`src/rtl/adc_fmt_pkg.sv`:
```
package adc_fmt_pkg;

    typedef enum logic [1:0] {
        TP_ONES  = 2'd0,
        TP_ZEROS = 2'd1,
        TP_ALT   = 2'd2,
        TP_CHECK = 2'd3
    } tp_sel_e;

    typedef enum logic [1:0] {
        PH_OFF    = 2'd0,
        PH_FIRST  = 2'd1,
        PH_SECOND = 2'd2
    } phase_e;

endpackage

```
`src/rtl/adc_fmt_chain.sv`:
```
module adc_fmt_chain #(
    parameter int DATA_W = 14
) (
    input  logic [DATA_W-1:0] din,
    input  logic              twos_en,
    input  logic              rand_en,
    input  logic              altpol_en,
    output logic [DATA_W-1:0] dout
);
    localparam int MSB = DATA_W - 1;

    logic [DATA_W-1:0] odd_mask;
    logic [DATA_W-1:0] s_twos;
    logic [DATA_W-1:0] s_rand;

    genvar gi;
    generate
        for (gi = 0; gi < DATA_W; gi++) begin : g_mask
            assign odd_mask[gi] = (gi % 2) == 1;
        end
    endgenerate

    always_comb begin
        s_twos      = din;
        s_twos[MSB] = din[MSB] ^ twos_en;
    end

    always_comb begin
        s_rand = s_twos;
        if (rand_en) begin
            s_rand[MSB:1] = s_twos[MSB:1] ^ {(DATA_W-1){s_twos[0]}};
        end
    end

    always_comb begin
        dout = altpol_en ? (s_rand ^ odd_mask) : s_rand;
    end

endmodule

```
`src/rtl/adc_fmt_phase.sv`:
```
module adc_fmt_phase
    import adc_fmt_pkg::*;
(
    input  logic    clk,
    input  logic    rst_n,
    input  logic    tp_en,
    input  tp_sel_e tp_sel,
    input  logic    smp_vld,
    output logic    phase_now
);
    phase_e  state_q;
    phase_e  state_d;
    tp_sel_e sel_q;
    logic    restart;

    always_ff @(posedge clk) begin
        if (!rst_n) begin
            state_q <= PH_OFF;
            sel_q   <= TP_ONES;
        end else begin
            state_q <= state_d;
            sel_q   <= tp_sel;
        end
    end

    always_comb begin
        restart   = tp_en && ((state_q == PH_OFF) || (tp_sel != sel_q));
        phase_now = !restart && (state_q == PH_SECOND);
        state_d   = state_q;
        unique case (state_q)
            PH_OFF: begin
                if (tp_en) begin
                    state_d = smp_vld ? PH_SECOND : PH_FIRST;
                end
            end
            PH_FIRST, PH_SECOND: begin
                if (!tp_en) begin
                    state_d = PH_OFF;
                end else if (smp_vld) begin
                    state_d = phase_now ? PH_FIRST : PH_SECOND;
                end else begin
                    state_d = phase_now ? PH_SECOND : PH_FIRST;
                end
            end
            default: state_d = PH_OFF;
        endcase
    end

endmodule

```
`src/rtl/adc_fmt_patgen.sv`:
```
module adc_fmt_patgen
    import adc_fmt_pkg::*;
#(
    parameter int WORD_W = 15
) (
    input  tp_sel_e           tp_sel,
    input  logic              phase,
    output logic [WORD_W-1:0] pat
);
    logic [WORD_W-1:0] chk_a;

    genvar gi;
    generate
        for (gi = 0; gi < WORD_W; gi++) begin : g_chk
            assign chk_a[gi] = ((WORD_W - 1 - gi) % 2) == 0;
        end
    endgenerate

    always_comb begin
        unique case (tp_sel)
            TP_ONES:  pat = '1;
            TP_ZEROS: pat = '0;
            TP_ALT:   pat = phase ? '0 : '1;
            TP_CHECK: pat = phase ? ~chk_a : chk_a;
            default:  pat = '0;
        endcase
    end

endmodule

```
`src/rtl/adc_out_fmt.sv`:
```
module adc_out_fmt
    import adc_fmt_pkg::*;
#(
    parameter int DATA_W = 14
) (
    input  logic              clk,
    input  logic              rst_n,
    input  logic              smp_vld,
    input  logic [DATA_W-1:0] smp_data,
    input  logic              smp_ovf,
    input  logic              cfg_twos,
    input  logic              cfg_rand,
    input  logic              cfg_altpol,
    input  logic              cfg_tp_en,
    input  logic [1:0]        cfg_tp_sel,
    input  logic              cfg_out_dis,
    output logic [DATA_W:0]   out_word,
    output logic              out_word_oe,
    output logic              clkout_oe
);
    localparam int WORD_W = DATA_W + 1;

    tp_sel_e           sel;
    logic              phase;
    logic [DATA_W-1:0] fmt_data;
    logic [WORD_W-1:0] pat;
    logic [WORD_W-1:0] word_d;

    assign sel = tp_sel_e'(cfg_tp_sel);

    adc_fmt_chain #(.DATA_W(DATA_W)) u_chain (
        .din       (smp_data),
        .twos_en   (cfg_twos),
        .rand_en   (cfg_rand),
        .altpol_en (cfg_altpol),
        .dout      (fmt_data)
    );

    adc_fmt_phase u_phase (
        .clk       (clk),
        .rst_n     (rst_n),
        .tp_en     (cfg_tp_en),
        .tp_sel    (sel),
        .smp_vld   (smp_vld),
        .phase_now (phase)
    );

    adc_fmt_patgen #(.WORD_W(WORD_W)) u_pat (
        .tp_sel (sel),
        .phase  (phase),
        .pat    (pat)
    );

    always_comb begin
        word_d = cfg_tp_en ? pat : {smp_ovf, fmt_data};
    end

    always_ff @(posedge clk) begin
        if (!rst_n) begin
            out_word    <= '0;
            out_word_oe <= 1'b0;
            clkout_oe   <= 1'b0;
        end else begin
            out_word_oe <= !cfg_out_dis;
            clkout_oe   <= !cfg_out_dis;
            if (smp_vld) begin
                out_word <= word_d;
            end
        end
    end

endmodule

```
`config.mk`:
```
export PLATFORM = sky130hd
export DESIGN_NAME = adc_out_fmt
export DESIGN_NICKNAME = d
export VERILOG_FILES = /design/src/rtl/adc_fmt_pkg.sv /design/src/rtl/adc_fmt_chain.sv /design/src/rtl/adc_fmt_phase.sv /design/src/rtl/adc_fmt_patgen.sv /design/src/rtl/adc_out_fmt.sv
export SDC_FILE = /design/constraint.sdc
export NUM_CORES = 1
export LEC_CHECK = 0
export BUFFER_PORTS_ARGS = -buffer_cell sky130_fd_sc_hd__buf_2
export CELL_PAD_IN_SITES_DETAIL_PLACEMENT = 0
export CELL_PAD_IN_SITES_GLOBAL_PLACEMENT = 1
export CORE_MARGIN = 3
export CORE_UTILIZATION = 36
export CTS_BUF_LIST = sky130_fd_sc_hd__clkbuf_16
export CTS_CLUSTER_DIAMETER = 60
export DETAILED_ROUTE_END_ITERATION = 7
export PLACE_DENSITY_LB_ADDON = 0.1
export SLEW_MARGIN = 40
export SYNTH_ARGS = -nofsm -noshare
export SYNTH_HDL_FRONTEND = slang
export SYNTH_SLANG_ARGS = --single-unit
```
`constraint.sdc`:
```
create_clock -name clk -period 4.8 [get_ports clk]
set_input_delay 0.96 -clock clk [delete_from_list [all_inputs] [get_ports clk]]
set_output_delay 0.96 -clock clk [all_outputs]
set_load 0.01 [all_outputs]
```
==> results of run 1 <==
layout make-up:
type	count	area (sq um)	share of cell area, %
Tap cell	30	37.5	2.81
Clock buffer	3	75.1	5.62
Clock inverter	1	3.75	0.281
Sequential cell	20	400	30.0
Multi-Input combinational cell	88	594	44.5
Inverter	5	18.8	1.41
Timing Repair Buffer	41	205	15.4
state kept, by name, indices dropped and copies added, names as in the netlist:
name and flops:
u_phase.sel_q 2, u_phase.state_q 2, out_word 15, clkout_oe 1
cell families (layout without fill, tap and decap cells):
| kind of cell | after synthesis | in the layout | share of synthesized area, % |
|---|---|---|---|
| xor+xnor | 12 | 12 | 9.98 |
| compound gates | 41 | 41 | 22.7 |
| fa+ha+maj | 3 | 3 | 3.56 |
| flops | 20 | 20 | 38.0 |
| mux | 1 | 1 | 1.07 |
| simple gates | 31 | 31 | 18.4 |
| buf+inv | 14 | 50 | 6.29 |
layout by cell type (no fill, tap or decap), drive strengths merged, types with 2 or more instances in the layout:
master  synthesis  routed
inv             5       5
a31oi          10      10
xnor2          10      10
nand3           8       8
clkbuf          5       3
a21boi          6       6
xor2            2       2
o21ai          16      16
nand2           5       5
buf             3      41
dfxtp          20      20
a21oi           7       7
ha              3       3
and2            2       2
nand3b          2       2
or3             6       6
power by group through the flow:
stage                     Combinational, mW  Sequential [mW]  Clock [mW]
after floorplan                      0.0465            0.193           0
after global placement               0.0798            0.188           0
after detailed placement             0.0811            0.189           0
after CTS                            0.0816            0.185       0.176
after global routing                 0.0929            0.187       0.182
final                                0.0816            0.185       0.171
final timing paths:
path / slack [ps] / startpoint / to
max: 2730 / cfg_tp_en / u_phase.state_q[1]
min: 520 / out_word[13] / out_word[13]
max reg2reg: 2840 / u_phase.state_q[0] / out_word[3]
min reg2reg: 520 / out_word[13] / out_word[13]
layer usage:
metal	share of wire [%]	wire length, um	vias up	GRT usage [%]
met3	4.7	123	2	3.24
met1	47	1230	457	20.5
met4	0.58	15	0	3.80
met2	47	1230	24	27.6
met5	0	0	-	0
li1	-	-	515	-
per-stage QoR:
stage                     hold slack (ps)  cell area (sq um)  total power [mW]
after floorplan                       516               1050             0.240
after global placement                505               1250             0.268
after detailed placement              511               1250             0.270
after CTS                             524               1330             0.443
after global routing                  558               1340             0.462
final                                 516               1340             0.437
worst min-delay path, cell delays in order, from the launching register on:
cell and delay (ps):
dfxtp_1 310, nand3_1 80, o211ai_1 70
==> results_dict.tcl, run 1 <==
set metrics [dict create \
    diodes 0 \
    die_h_um 60.1 \
    dp_hpwl_mm 1.87 \
    ioPinCount 42 \
    grt_antenna_before_repair 0 \
    path_depth 4 \
    synth_top_cells_by_count "20 x dfxtp_1, 16 x o21ai_0, 10 x a31oi_1, 10 x xnor2_1, 8 x nand3_1" \
    power.leakage_nw 0.586 \
    cp.buffers_inverters 2 \
    tns_ps 0 \
    syn_to_final_growth_pct 26.7 \
    power_frac_clock_pct 39.0 \
    cts_tree "yes" \
    netlist.area_leader.share_pct 38.0 \
    yosysWarnings 0 \
    crit_slowest_cell "or4_4" \
    critPathRequiredTime_ps 4970 \
    fin_worst_skew_ps 4.12 \
    slowest_delay_ps 610 \
    synth_nets 150 \
    worstHoldPathCells 2 \
    cellPowerDensity_nw_per_um2 328 \
    switching_share_pct 25.4 \
    synthFlopType "dfxtp_1" \
    cts_made_buffers 3 \
    synth.ff_latch_count 20 \
    synth.most_common_cell "dfxtp_1" \
    internal_power_uw 326 \
    yosysUniqueCellTypes 31 \
    critPathMaxFanout 16 \
    fmax_mhz 483 \
    cts.clk_slew.worst_paths_ps 50 \
    wl_per_cell_um 13.8 \
    ctsResizeCount 0 \
    grt_max_degree 28 \
    synth-edff-count 0 \
    ir_worst_vdd_mv 0.175 \
    arrival_ps 2240 \
    combPwrFrac_pct 18.7 \
    nets 187 \
    synthArstFlopShare_pct 0 \
    first_global_vias 981 \
    postRouteAntennaNets 0 \
    finish.utilization_pct 50.7 \
    path_class "input pin to register" \
    hold_class "register to register" \
    synth_area_leader_cell "dfxtp_1" \
    syn_inst 122 \
    gp_congestion 0.731 \
    reg2reg_depth 6 \
    setup_ws_ps 2730 \
    first_pass_iters 4 \
    final_hold_viol_count 0 \
    critPathTopFamily "simple AND/OR/NAND/NOR gates" \
    clock_path_buffers 2 \
    rsz0062_at_grt "no" \
    grt_overflow_total 0 \
    start_util_pct 40.0 \
    maxSlewHeadroom_pct 58.2 \
    place_ws_ps 2430 \
    grt_use_total_pct 16.1 \
    drc 0 \
    wirelength_mm 2.59 \
    period_needed_ps 2070 \
    dp_cells 184 \
    final_max_slew_viol_count 0 \
    num-fill-cells 265 \
    die_area_sq_um 3610 \
    status "complete, no violations" \
    worstMarginPinSlew_ps 627 \
    rows 18 \
    port_buffers 41 \
    path_cells "buf_2 > inv_1 > or4_4 > a31oi_1" \
    seqPwrFrac_pct 42.3 \
    viasPerCell 5.31 \
    fin_cells 188 \
    cts_root_buffer "clkbuf_16" \
    clk_latency_ps 250 \
    post-route-period-util_pct 43.1 \
    drt-initial-drc-count 47 \
    drv_cap 0 \
    p_switching_uw 111 \
    cp-start-kind "input pin" \
    core-area_sq_um 2640 \
    synth_area_per_cell_sq_um 8.64 \
    synth.area.top_cells "dfxtp_1 38%, xnor2_1 8.3%, o21ai_0 7.6%" \
    yosysSeqAreaShare_pct 38.0 \
    grt_pass1_wl_mm 4.47 \
    synthesis.area_sq_um 1050 \
    setup_violations 0 \
    cts_max_level 1 \
    crit_path_end_kind "register" \
    clock-sinks 20 \
    cts_hold_buffers 0 \
    cts_setup_buffers 0 \
    die_w_um 60.1 \
    drive_gt1_share_pct 31.6 \
    vias 998 \
]
Power figures use the tool's default switching activity.
==> inputs of run 2 (changes only) <==
Settings changed: CORE_UTILIZATION 36 to 30.
Clock period 4.8 ns to 1.8 ns, I/O delays scaled along.
==> run 2 against run 1 <==
Hold slack worse by 260 ps. Sequential share of layout area down 1.1 points. Total power rose to 2.7 times the previous value. Die area up 18%. Sequential power rose to 2.7 times the previous value. Clock skew down 2.7 ps. Via count up 1.4%. Setup slack worse by 2600 ps. First-iteration DRC count down 38%. Register-to-register slack worse by 2700 ps. Critical path depth up 3. Critical path type is now register to register. Largest cell class unchanged.
==> results_dict.tcl, run 2 (synthesis results as in run 1) <==
set metrics [dict create \
    post-route-period-util_pct 91.3 \
    fin_cells 208 \
    port_buffers 41 \
    hold_class "input pin to register" \
    drive_gt1_share_pct 34.1 \
    rr_startpoint "u_phase.state_q[0]" \
    ioPinCount 42 \
    syn_to_final_growth_pct 32.1 \
    gp_congestion 0.703 \
    path_class "register to register" \
    die_h_um 65.3 \
    reg2reg_depth 7 \
    dp_cells 204 \
    layout_common_cells "41 x buf_2, 19 x dfxtp_1, 16 x o21ai_0" \
    nets 193 \
    wirelength_mm 2.62 \
    clk_latency_ps 250 \
    die_area_sq_um 4260 \
    crit_path_end_kind "register" \
    clock_path_buffers 2 \
    postRouteAntennaNets 0 \
    rsz0062_at_grt "yes" \
    grt_antenna_before_repair 0 \
    cts_tree "yes" \
    finish.utilization_pct 43.4 \
    combPwrFrac_pct 19.5 \
    grt_use_total_pct 12.6 \
    final_max_slew_viol_count 0 \
    setup_violations 0 \
    p_switching_uw 292 \
    grt_max_degree 27 \
    worstHoldPathCells 2 \
    fin_worst_skew_ps 1.38 \
    seqPwrFrac_pct 42.0 \
    first_pass_iters 4 \
    first_global_vias 925 \
    worstMarginPinSlew_ps 351 \
    rows 20 \
    min_from "cfg_out_dis" \
    core-area_sq_um 3200 \
    r2r_setup_slack_ps 160 \
    cp-start-kind "register" \
    viasPerCell 4.87 \
    dp_hpwl_mm 1.96 \
    maxSlewHeadroom_pct 76.6 \
    grt_overflow_total 0 \
    vias 1012 \
    wl_per_cell_um 12.6 \
    cts_made_buffers 3 \
    cts.clk_slew.worst_paths_ps 50 \
    cts_root_buffer "clkbuf_16" \
    period_needed_ps 1640 \
    status "complete, no violations" \
    diodes 0 \
    cellPowerDensity_nw_per_um2 844 \
    arrival_ps 1770 \
    ir_worst_vdd_mv 0.289 \
    power.leakage_nw 0.614 \
    min_to "clkout_oe" \
    final_hold_viol_count 0 \
    power_frac_clock_pct 38.4 \
    clock-sinks 20 \
    largest_register_ffs 15 \
    reg_top3 "out_word: 15 flops, u_phase.sel_q: 2 flops, u_phase.state_q: 2 flops" \
    internal_power_uw 882 \
    critPathRequiredTime_ps 1930 \
    critPathMaxFanout 6 \
    cts_max_level 1 \
    drv_cap 0 \
    switching_share_pct 24.9 \
    die_w_um 65.3 \
    layout_commonest_cell "buf_2" \
    r2r-end "out_word[3]" \
    drc 0 \
    largest-register "out_word" \
    timing.hold.ws_ps 259 \
    start_util_pct 32.9 \
    fmax_mhz 608 \
    grt_pass1_wl_mm 4.23 \
    drt-initial-drc-count 29 \
]
## run 2: cell types whose count changed in the layout (fill, tap and decap cells not counted)
cell,change
xor2_1,+1
xor2_2,-1
dfxtp_1,-1
buf_4,+6
dfxtp_2,+1
## run 2: area by class of cell
class | count | area (sq um)
clock buffers | 3 | 75.1
clock inverters | 1 | 3.75
fillers | 372 | 1810
inverters | 5 | 18.8
multi-input cells | 88 | 587
flip-flops and latches | 20 | 402
well taps | 44 | 55.1
repair buffers | 47 | 250
## run 2: worst max-delay path by stage
stage / start / slack (ps) / endpoint
6_report: u_phase.state_q[0] / 160 / out_word[3]
5_1_grt: u_phase.state_q[0] / -8 / out_word[2]
4_1_cts: u_phase.state_q[0] / 150 / u_phase.state_q[0]
3_5_place_dp: u_phase.state_q[0] / 160 / u_phase.state_q[0]
3_3_place_gp: u_phase.state_q[0] / 210 / out_word[12]
2_1_floorplan: u_phase.state_q[0] / 140 / out_word[11]
## run 2: metal layers
layer,vias up,GRT usage [%],share of wire (%)
met5,-,0,0
met4,0,4.66,0.72
met3,2,2.74,5.1
met2,19,21.9,48
met1,467,15.2,46
li1,524,-,-
## run 2: repair_timing
action                     CTS  global route
hold buffers                 0             0
buffers inserted             0             0
gates resized for setup      0             1
setup endpoints to repair    0             2
## run 2: metrics by stage
stage / setup WS (ps) / TNS, ps / power (mW) / cell area, sq um
after floorplan: 143 / 0 / 0.639 / 1050
after global placement: 208 / 0 / 0.731 / 1310
after detailed placement: 163 / 0 / 0.735 / 1310
after CTS: 152 / 0 / 1.19 / 1390
after global routing: -7.95 / -7.95 / 1.24 / 1390
final: 156 / 0 / 1.17 / 1390
## run 2: power by group through the flow
stage                     Sequential [mW]  Clock, mW  Combinational (mW)
final                               0.493      0.451               0.229
after global routing                0.498      0.487               0.258
after CTS                           0.494      0.464               0.233
after detailed placement            0.503          0               0.232
after global placement              0.502          0               0.229
after floorplan                     0.515          0               0.124
## run 2: worst max-delay path: stages (launching register included)
cell and delay, ps:
dfxtp_1 350, inv_1 70, ha_1 210, nand4b_1 220, mux2_2 310, a21oi_1 140
buf_4 160, a31oi_1 80
